## config.mk

```make
export PLATFORM = sky130hd
export DESIGN_NAME = sample_fetch_spi
export DESIGN_NICKNAME = d
export VERILOG_FILES = /design/src/rtl/sample_fetch_spi_pkg.sv /design/src/rtl/ready_fall_sync.sv /design/src/rtl/spi_frame_engine.sv /design/src/rtl/result_stage.sv /design/src/rtl/sample_fetch_spi.sv
export SDC_FILE = /design/constraint.sdc
export NUM_CORES = 1
export LEC_CHECK = 0
export BUFFER_PORTS_ARGS = -buffer_cell sky130_fd_sc_hd__buf_2
export CORE_ASPECT_RATIO = 1.4
export CORE_MARGIN = 2
export CORE_UTILIZATION = 54
export DETAILED_ROUTE_END_ITERATION = 7
export PLACE_DENSITY = 0.85
export SETUP_SLACK_MARGIN = 0.05
export SLEW_MARGIN = 5
export SYNTH_ARGS = -nofsm -noshare
export SYNTH_HDL_FRONTEND = slang
export SYNTH_SLANG_ARGS = --single-unit
export TNS_END_PERCENT = 30
```

## constraint.sdc

```tcl
create_clock -name clk -period 3.48 [get_ports clk]
set_input_delay 0.696 -clock clk [delete_from_list [all_inputs] [get_ports clk]]
set_output_delay 0.696 -clock clk [all_outputs]
set_load 0.05 [all_outputs]
```

## src/rtl/sample_fetch_spi_pkg.sv

```systemverilog
package sample_fetch_spi_pkg;

  typedef enum logic [1:0] {
    PH_IDLE  = 2'd0,
    PH_LOW   = 2'd1,
    PH_HIGH  = 2'd2,
    PH_TRAIL = 2'd3
  } spi_phase_t;

endpackage

```

## src/rtl/ready_fall_sync.sv

```systemverilog
module ready_fall_sync #(
  parameter int STAGES = 2
) (
  input  logic clk,
  input  logic rst,
  input  logic async_n,
  output logic fall
);

  // chain[0..STAGES-1] synchronizer, chain[STAGES] previous synced value
  logic [STAGES:0] chain;

  always_ff @(posedge clk) begin
    if (rst) chain <= '1;
    else     chain <= {chain[STAGES-1:0], async_n};
  end

  assign fall = chain[STAGES] & ~chain[STAGES-1];

endmodule

```

## src/rtl/spi_frame_engine.sv

```systemverilog
module spi_frame_engine
  import sample_fetch_spi_pkg::*;
#(
  parameter int FRAME_W = 48,
  parameter int DIV_W   = 8
) (
  input  logic               clk,
  input  logic               rst,
  input  logic               start,
  input  logic [DIV_W-1:0]   half,
  input  logic               miso,
  output logic               sclk,
  output logic               cs_n,
  output logic               busy,
  output logic               done,
  output logic [FRAME_W-1:0] frame
);

  localparam int BIT_W = $clog2(FRAME_W + 1);

  spi_phase_t         phase;
  logic [DIV_W-1:0]   cnt;
  logic [DIV_W:0]     cnt_nx;
  logic               term;
  logic [BIT_W-1:0]   bits;
  logic [FRAME_W-1:0] shreg;

  // a half-period of 0 ends on the first count, same as 1
  assign cnt_nx = {1'b0, cnt} + 1'b1;
  assign term   = cnt_nx >= {1'b0, half};

  always_ff @(posedge clk) begin
    if (rst) begin
      phase <= PH_IDLE;
      cnt   <= '0;
      bits  <= '0;
      shreg <= '0;
      sclk  <= 1'b0;
      cs_n  <= 1'b1;
      done  <= 1'b0;
    end else begin
      done <= 1'b0;
      case (phase)
        PH_IDLE: begin
          cnt  <= '0;
          bits <= '0;
          if (start) begin
            cs_n  <= 1'b0;
            phase <= PH_LOW;
          end
        end
        PH_LOW: begin
          if (term) begin
            cnt   <= '0;
            sclk  <= 1'b1;
            shreg <= {shreg[FRAME_W-2:0], miso};
            bits  <= bits + 1'b1;
            phase <= PH_HIGH;
          end else begin
            cnt <= cnt + 1'b1;
          end
        end
        PH_HIGH: begin
          if (term) begin
            cnt   <= '0;
            sclk  <= 1'b0;
            phase <= (bits == BIT_W'(FRAME_W)) ? PH_TRAIL : PH_LOW;
          end else begin
            cnt <= cnt + 1'b1;
          end
        end
        PH_TRAIL: begin
          if (term) begin
            cnt   <= '0;
            cs_n  <= 1'b1;
            done  <= 1'b1;
            phase <= PH_IDLE;
          end else begin
            cnt <= cnt + 1'b1;
          end
        end
        default: phase <= PH_IDLE;
      endcase
    end
  end

  assign busy  = (phase != PH_IDLE);
  assign frame = shreg;

endmodule

```

## src/rtl/result_stage.sv

```systemverilog
module result_stage #(
  parameter int FRAME_W = 48,
  parameter int CNT_W   = 16
) (
  input  logic               clk,
  input  logic               rst,
  input  logic               done,
  input  logic [FRAME_W-1:0] frame,
  input  logic               edge_fall,
  input  logic               busy,
  input  logic               out_ready,
  input  logic               ovr_clear,
  output logic               out_valid,
  output logic [FRAME_W-1:0] out_frame,
  output logic [CNT_W-1:0]   out_count,
  output logic               overrun
);

  logic [CNT_W-1:0] frame_cnt;
  logic             stall;
  logic             take;
  logic             ovr_set;

  assign stall   = out_valid & ~out_ready;
  assign take    = out_valid & out_ready;
  assign ovr_set = (edge_fall & busy) | (edge_fall & stall) | (done & stall);

  always_ff @(posedge clk) begin
    if (rst) begin
      frame_cnt <= '0;
      out_valid <= 1'b0;
      out_frame <= '0;
      out_count <= '0;
      overrun   <= 1'b0;
    end else begin
      if (done) frame_cnt <= frame_cnt + 1'b1;

      if (done && !stall) begin
        out_valid <= 1'b1;
        out_frame <= frame;
        out_count <= frame_cnt + 1'b1;
      end else if (take) begin
        out_valid <= 1'b0;
      end

      if (ovr_set)        overrun <= 1'b1;
      else if (ovr_clear) overrun <= 1'b0;
    end
  end

endmodule

```

## src/rtl/sample_fetch_spi.sv

```systemverilog
module sample_fetch_spi #(
  parameter int CHAN_W      = 24,
  parameter int DIV_W       = 8,
  parameter int CNT_W       = 16,
  parameter int SYNC_STAGES = 2
) (
  input  logic              clk,
  input  logic              rst,
  input  logic              conv_ready_n,
  input  logic [DIV_W-1:0]  sclk_half,
  output logic              spi_sclk,
  output logic              spi_cs_n,
  input  logic              spi_miso,
  output logic              out_valid,
  input  logic              out_ready,
  output logic [CHAN_W-1:0] out_ch0,
  output logic [CHAN_W-1:0] out_ch1,
  output logic [CNT_W-1:0]  out_count,
  output logic              overrun,
  input  logic              ovr_clear
);

  localparam int NUM_CHAN = 2;
  localparam int FRAME_W  = NUM_CHAN * CHAN_W;

  logic               fall;
  logic               busy;
  logic               done;
  logic [FRAME_W-1:0] frame;
  logic [FRAME_W-1:0] held;

  ready_fall_sync #(.STAGES(SYNC_STAGES)) u_sync (
    .clk     (clk),
    .rst     (rst),
    .async_n (conv_ready_n),
    .fall    (fall)
  );

  spi_frame_engine #(.FRAME_W(FRAME_W), .DIV_W(DIV_W)) u_engine (
    .clk   (clk),
    .rst   (rst),
    .start (fall & ~busy),
    .half  (sclk_half),
    .miso  (spi_miso),
    .sclk  (spi_sclk),
    .cs_n  (spi_cs_n),
    .busy  (busy),
    .done  (done),
    .frame (frame)
  );

  result_stage #(.FRAME_W(FRAME_W), .CNT_W(CNT_W)) u_result (
    .clk       (clk),
    .rst       (rst),
    .done      (done),
    .frame     (frame),
    .edge_fall (fall),
    .busy      (busy),
    .out_ready (out_ready),
    .ovr_clear (ovr_clear),
    .out_valid (out_valid),
    .out_frame (held),
    .out_count (out_count),
    .overrun   (overrun)
  );

  // channel 0 arrives first, so it sits in the upper bits
  assign out_ch0 = held[FRAME_W-1:CHAN_W];
  assign out_ch1 = held[CHAN_W-1:0];

endmodule

```

; Word level (Yosys, flattened, before mapping)
; Index checks and enable logic that the tools add are counted.
[word_totals]
regBits = 152
latch_bits = 0
ram_bits = 0
romBits = 0
in_bits = 14
word_cells = 75
memories = 0
[classes]
add_sub_neg = 4
mul = 0
div = 0
magnitude_cmp = 1
n_eq_ne = 8
n_shift = 0
muxes = 20
n_bitwise = 13
n_reduce_logical = 16
[op_table]
columns = op, count
row1 = "16-bit by 1-bit adder with 16-bit output, second input constant", 1
row2 = 8-bit one-hot mux with 2 select lines, 1
row3 = 6-bit one-hot mux with 2 select lines, 1
row4 = 2-bit nonzero test, 6
row5 = 2-bit 2-to-1 mux, 5
row6 = "8-bit by 1-bit adder with 9-bit output, second input constant", 1
row7 = 9-bit by 8-bit greater-or-equal comparator with 1-bit output, 1
row8 = "8-bit by 1-bit adder with 8-bit output, second input constant", 1
row9 = 1-bit 2-to-1 mux, 8
row10 = 8-bit 2-to-1 mux, 1
row11 = "2-bit by 1-bit != test with 1-bit output, second input constant", 4
row12 = 2-bit one-hot mux with 4 select lines, 1
row13 = 1-bit bitwise AND, 7
row14 = "6-bit by 1-bit adder with 6-bit output, second input constant", 1
row15 = "6-bit equality test, second input constant", 1
row16 = 6-bit 2-to-1 mux, 1
row17 = 3-bit AND reduction, 2
row18 = "2-bit equality test, second input constant", 2
row19 = 1-bit NOT, 4
row20 = 1-bit one-hot mux with 2 select lines, 2
row21 = 2-bit AND reduction, 2
row22 = 4-bit AND reduction, 1
row23 = 3-bit OR reduction, 1
row24 = "2-bit by 1-bit equality test with 1-bit output, second input constant", 1
row25 = 5 further kinds, 6

; Longest topological paths before layout
[logic_depth]
word_depth = 6
ltp_mapped = 12
depth_no_buf = 10

; By module
; A second synthesis with hierarchy kept.
[hier_totals]
cells_unflattened = 739
hier_area_um2 = 6188.4
[by_module_without_submodules]
columns = mod, n_inst, cells_each, area_each_um2
row1 = result_stage, 1, 391, 3319.4
row2 = spi_frame_engine, 1, 340, 2770.2
row3 = ready_fall_sync, 1, 7, 85.1
row4 = sample_fetch_spi, 1, 1, 13.8

; Worst setup path before layout
; Ideal clock, no wire load.
[synth_timing]
path_kind = reg-to-reg
start = register u_engine.cnt[0]
end = register u_engine.cs_n
arrival_time_ns = 2.380
required_time_ns = 3.358
setup_slack_ns = 0.978
path_stages_with_launch = 11
n_path_buf = 0
cell_sequence = dfxtp_1 -> ha_1 -> nand3_4 -> nor2_1 -> xor2_1 -> ha_1 -> and3_1 -> nor2b_1 -> nor4_4 -> nand2_2 -> a311o_1
[synth_between]
elab_chain_cells = 4
[synth_rtl]
columns = element, line_no
row1 = from (decl), spi_frame_engine.sv:22  ; logic [DIV_W-1:0] cnt;
row2 = from (signal assigned), spi_frame_engine.sv:60  ; cnt <= cnt + 1'b1;
row3 = from (signal assigned), spi_frame_engine.sv:69  ; cnt <= cnt + 1'b1;
row4 = from (signal assigned), spi_frame_engine.sv:79  ; cnt <= cnt + 1'b1;
row5 = 8-bit by 1-bit adder with 9-bit output, spi_frame_engine.sv:29  ; assign cnt_nx = {1'b0, cnt} + 1'b1;
row6 = net u_engine.cnt_nx[6], spi_frame_engine.sv:23  ; logic [DIV_W:0] cnt_nx;
row7 = 9-bit by 8-bit greater-or-equal comparator with 1-bit output, spi_frame_engine.sv:30  ; assign term = cnt_nx >= {1'b0, half};
row8 = 2-bit by 1-bit != test with 1-bit output (no source line), n/a
row9 = 3-bit AND reduction (no source line), n/a
row10 = to (signal assigned), spi_frame_engine.sv:39  ; cs_n <= 1'b1;
row11 = to (signal assigned), spi_frame_engine.sv:48  ; cs_n <= 1'b0;
row12 = to (signal assigned), spi_frame_engine.sv:75  ; cs_n <= 1'b1;
row13 = to (decl), spi_frame_engine.sv:13  ; output logic cs_n,
; The timed path passes the listed nets, and every way through them passes these cells.
; A chain may end at the register's enable or synchronous reset.

; Worst setup path after layout
; Ends and elaborated chain as after synthesis.

==> reports/qor.txt <==
input/output buffers: 81
IO Count: 82
Synth Area per Inst: 9.08 um2
slew of the pin with the lowest slew margin: 884 ps
Final Util: 64.2%
Async S/R FF share, synth: 0%
Crit path arrival time: 3170 ps
Max Cap Viol: 0
max-slew violation count: 0
Finished Layout Cells: 905
Worst path slowest cell: dfxtp_1
classification of the worst-slack hold path: reg -> reg
Crit Path Category: reg -> reg
Max Buffers Root-to-Sink: 2
cts hold-fix bufs: 0
Min Hold Slack: 409 ps
CP most frequent cell: ha_1
Fin. Hold Viols: 0
Leak Pwr: 2.79 nW
#FFs+latches synth: 152
setup TNS: 0 ps
Relative slew margins: 40.9%
synth top area cells: dfxtp_1 (49%), nand2_1 (10%), mux2i_1 (8.4%)
Placed Instances: 873
Critical path buffers and inverters: 0
Syn Inst Count: 681
final antenna diode count: 0
Synth cell types: 50
root buf cell: clkbuf_16
Post-synth EDFFs: 0
worst setup margin: 615 ps
Setup crit end kind: flip-flop
total grt overflow: 0
final setup violation count: 0
Die ar.: 0.0123 mm2
initial antenna violation count: 0
Synth Cell Area: 0.00618 mm2
maximum VDD drop: 0.000390 V
Routed Antenna Nets: 0
Top delay family on crit path: simple AND/OR/NAND/NOR gates
first-pass GRT wire length: 21.5 mm
skew final: 8.02 ps
vias in the first global route: 4772
crit path max fanout: 8
top cell type's share of synthesized area: 49.2%
row count: 46
max incr delay on CP: 410 ps
total wire length: 13.0 mm
ys flop type: dfxtp_1
postcts setup bufs: 0
Final Power: 3.71 mW
Cell Chain, Critical Path: ha_1, nand3_4, nor2_1, xor2_1, ha_1, and3_1, nor2b_1, nor4_4, nand2_2, a311o_1
Iter 0 DRT Violations: 203
post-CTS sizing: 0
P&R area growth vs syn: 16.6%
starting density of the core: 55.1%
RD Place Congestion: 0.792
startpoint type of the worst setup path: flip-flop
clock sinks: 152
Tmin final: 2870 ps
DRC: 0
placed cell area: 0.00660 mm2
final period utilization: 82.3%
Data required, critical path: 3790 ps
CTS clk-pin slew, worst paths: 60 ps
Pwr Density: 514 mW/mm2
nets: 774
CTS tree: built
total core area: 0.0112 mm2
GRT Overall Usage: 21.9%
Num CTS Buffers: 17
Synth area leader: dfxtp_1
drt first pass iters: 6
# H-tree levels: 4
final instance area: 0.00721 mm2
f_max: 0.349 GHz
layout cell share with drive strength beyond 1: 18.4%
Avg WL per Cell: 14.4 um
largest net degree at the start of global routing: 54
chip width: 94.4 um
hpwl dp: 8.61 mm
YS warnings: 0
Clk Latency, worst-skew pair: 420 ps
RSZ-0062 raised after global routing: false
die height: 131 um
run status: finished, final reports clean
via count: 4909
dpl ws: 642 ps
syn_nets: 707
Seq/Total Area, Yosys: 49.2%
Via-to-Cell Ratio: 5.42
## flip-flops by register name (all words and copies together), names as in the netlist
name,cells
u_engine.phase,2
u_engine.done,1
u_result.overrun,1
u_result.frame_cnt,16
u_engine.cnt,8
u_engine.frame,48
u_engine.bits,6
u_result.out_valid,1
u_sync.chain,3
u_result.out_count,16
u_result.out_frame,48
u_engine.sclk,1
u_engine.cs_n,1
## cells in the mapped netlist (7+ instances only)
cell,count
nand2_1,171
dfxtp_1,152
a21oi_1,63
mux2i_1,52
nor2_1,39
clkbuf_1,29
xor2_1,18
xnor2_1,16
and3_1,15
inv_1,15
ha_1,12
nand3_1,12
a211oi_1,9
o21ai_0,8
nand4_1,7
## per-layer routing
| layer | GRT usage (%) | wire length, um |
|---|---|---|
| met5 | 0 | 0 |
| met4 | 11.1 | 429 |
| met3 | 4.53 | 540 |
| met2 | 38.4 | 6810 |
| met1 | 25.2 | 5220 |
## placed cells by master, fill, tap and decap left out, types with 3 or more instances in the layout
cell,instances
a211oi_1,9
a21oi_1,63
and3_1,15
buf_2,81
buf_4,5
bufinv_16,3
clkbuf_1,3
clkbuf_16,17
dfxtp_1,152
ha_1,12
inv_1,15
inv_6,3
mux2i_1,52
nand2_1,170
nand2_2,3
nand3_1,12
nand4_1,7
nor2_1,38
nor2b_1,6
nor3_1,4
o21ai_0,8
o21ai_1,3
or2_2,3
xnor2_1,16
xor2_1,18
## power breakdown
group,switching [mW],leakage [nW],total (mW),internal (mW)
Combinational,0.0527,1.27,0.0726,0.0199
Sequential,0.00618,1.22,1.75,1.75
Clock,0.714,0.292,1.88,1.17
Total,0.773,2.79,3.71,2.94
## kinds of logic (layout without fill, tap and decap cells)
logic type                 after synthesis  count (layout)  synth area share [%]
and+or+nand+nor                        278             278                  20.7
muxes                                   52              52                  8.42
buffers and inverters                   55             135                  4.82
AOI/OAI and AO/OA                       98              98                  9.55
adders and majority gates               12              12                  2.43
DFF                                    152             152                  49.2
xor gates and xnor gates                34              34                  4.82
## area by class of cell
class                      instances  area (um2)
sequential                       152        3040
clock inverter                    10         141
fill                             908        4010
tap                              144         180
timing repair buffer              87         463
multi-input combinational        474        2860
inverter                          16        60.1
clock buffer                      22         464
## final timing paths
| path | startpoint | endpoint | slack [ps] | cells after the start |
|---|---|---|---|---|
| setup / recovery | u_engine.cnt[0]$_SDFF_PP0_ | u_engine.cs_n$_SDFFE_PP1P_ | 610 | 10 |
| hold / removal | u_sync.chain[0]$_SDFF_PP1_ | u_sync.chain[1]$_SDFF_PP1_ | 410 | 1 |
| setup reg to reg | u_engine.cnt[0]$_SDFF_PP0_ | u_engine.cs_n$_SDFFE_PP1P_ | 610 | 10 |
| hold reg to reg | u_sync.chain[0]$_SDFF_PP1_ | u_sync.chain[1]$_SDFF_PP1_ | 410 | 1 |
No activity file was read; power rests on OpenSTA's default activity.
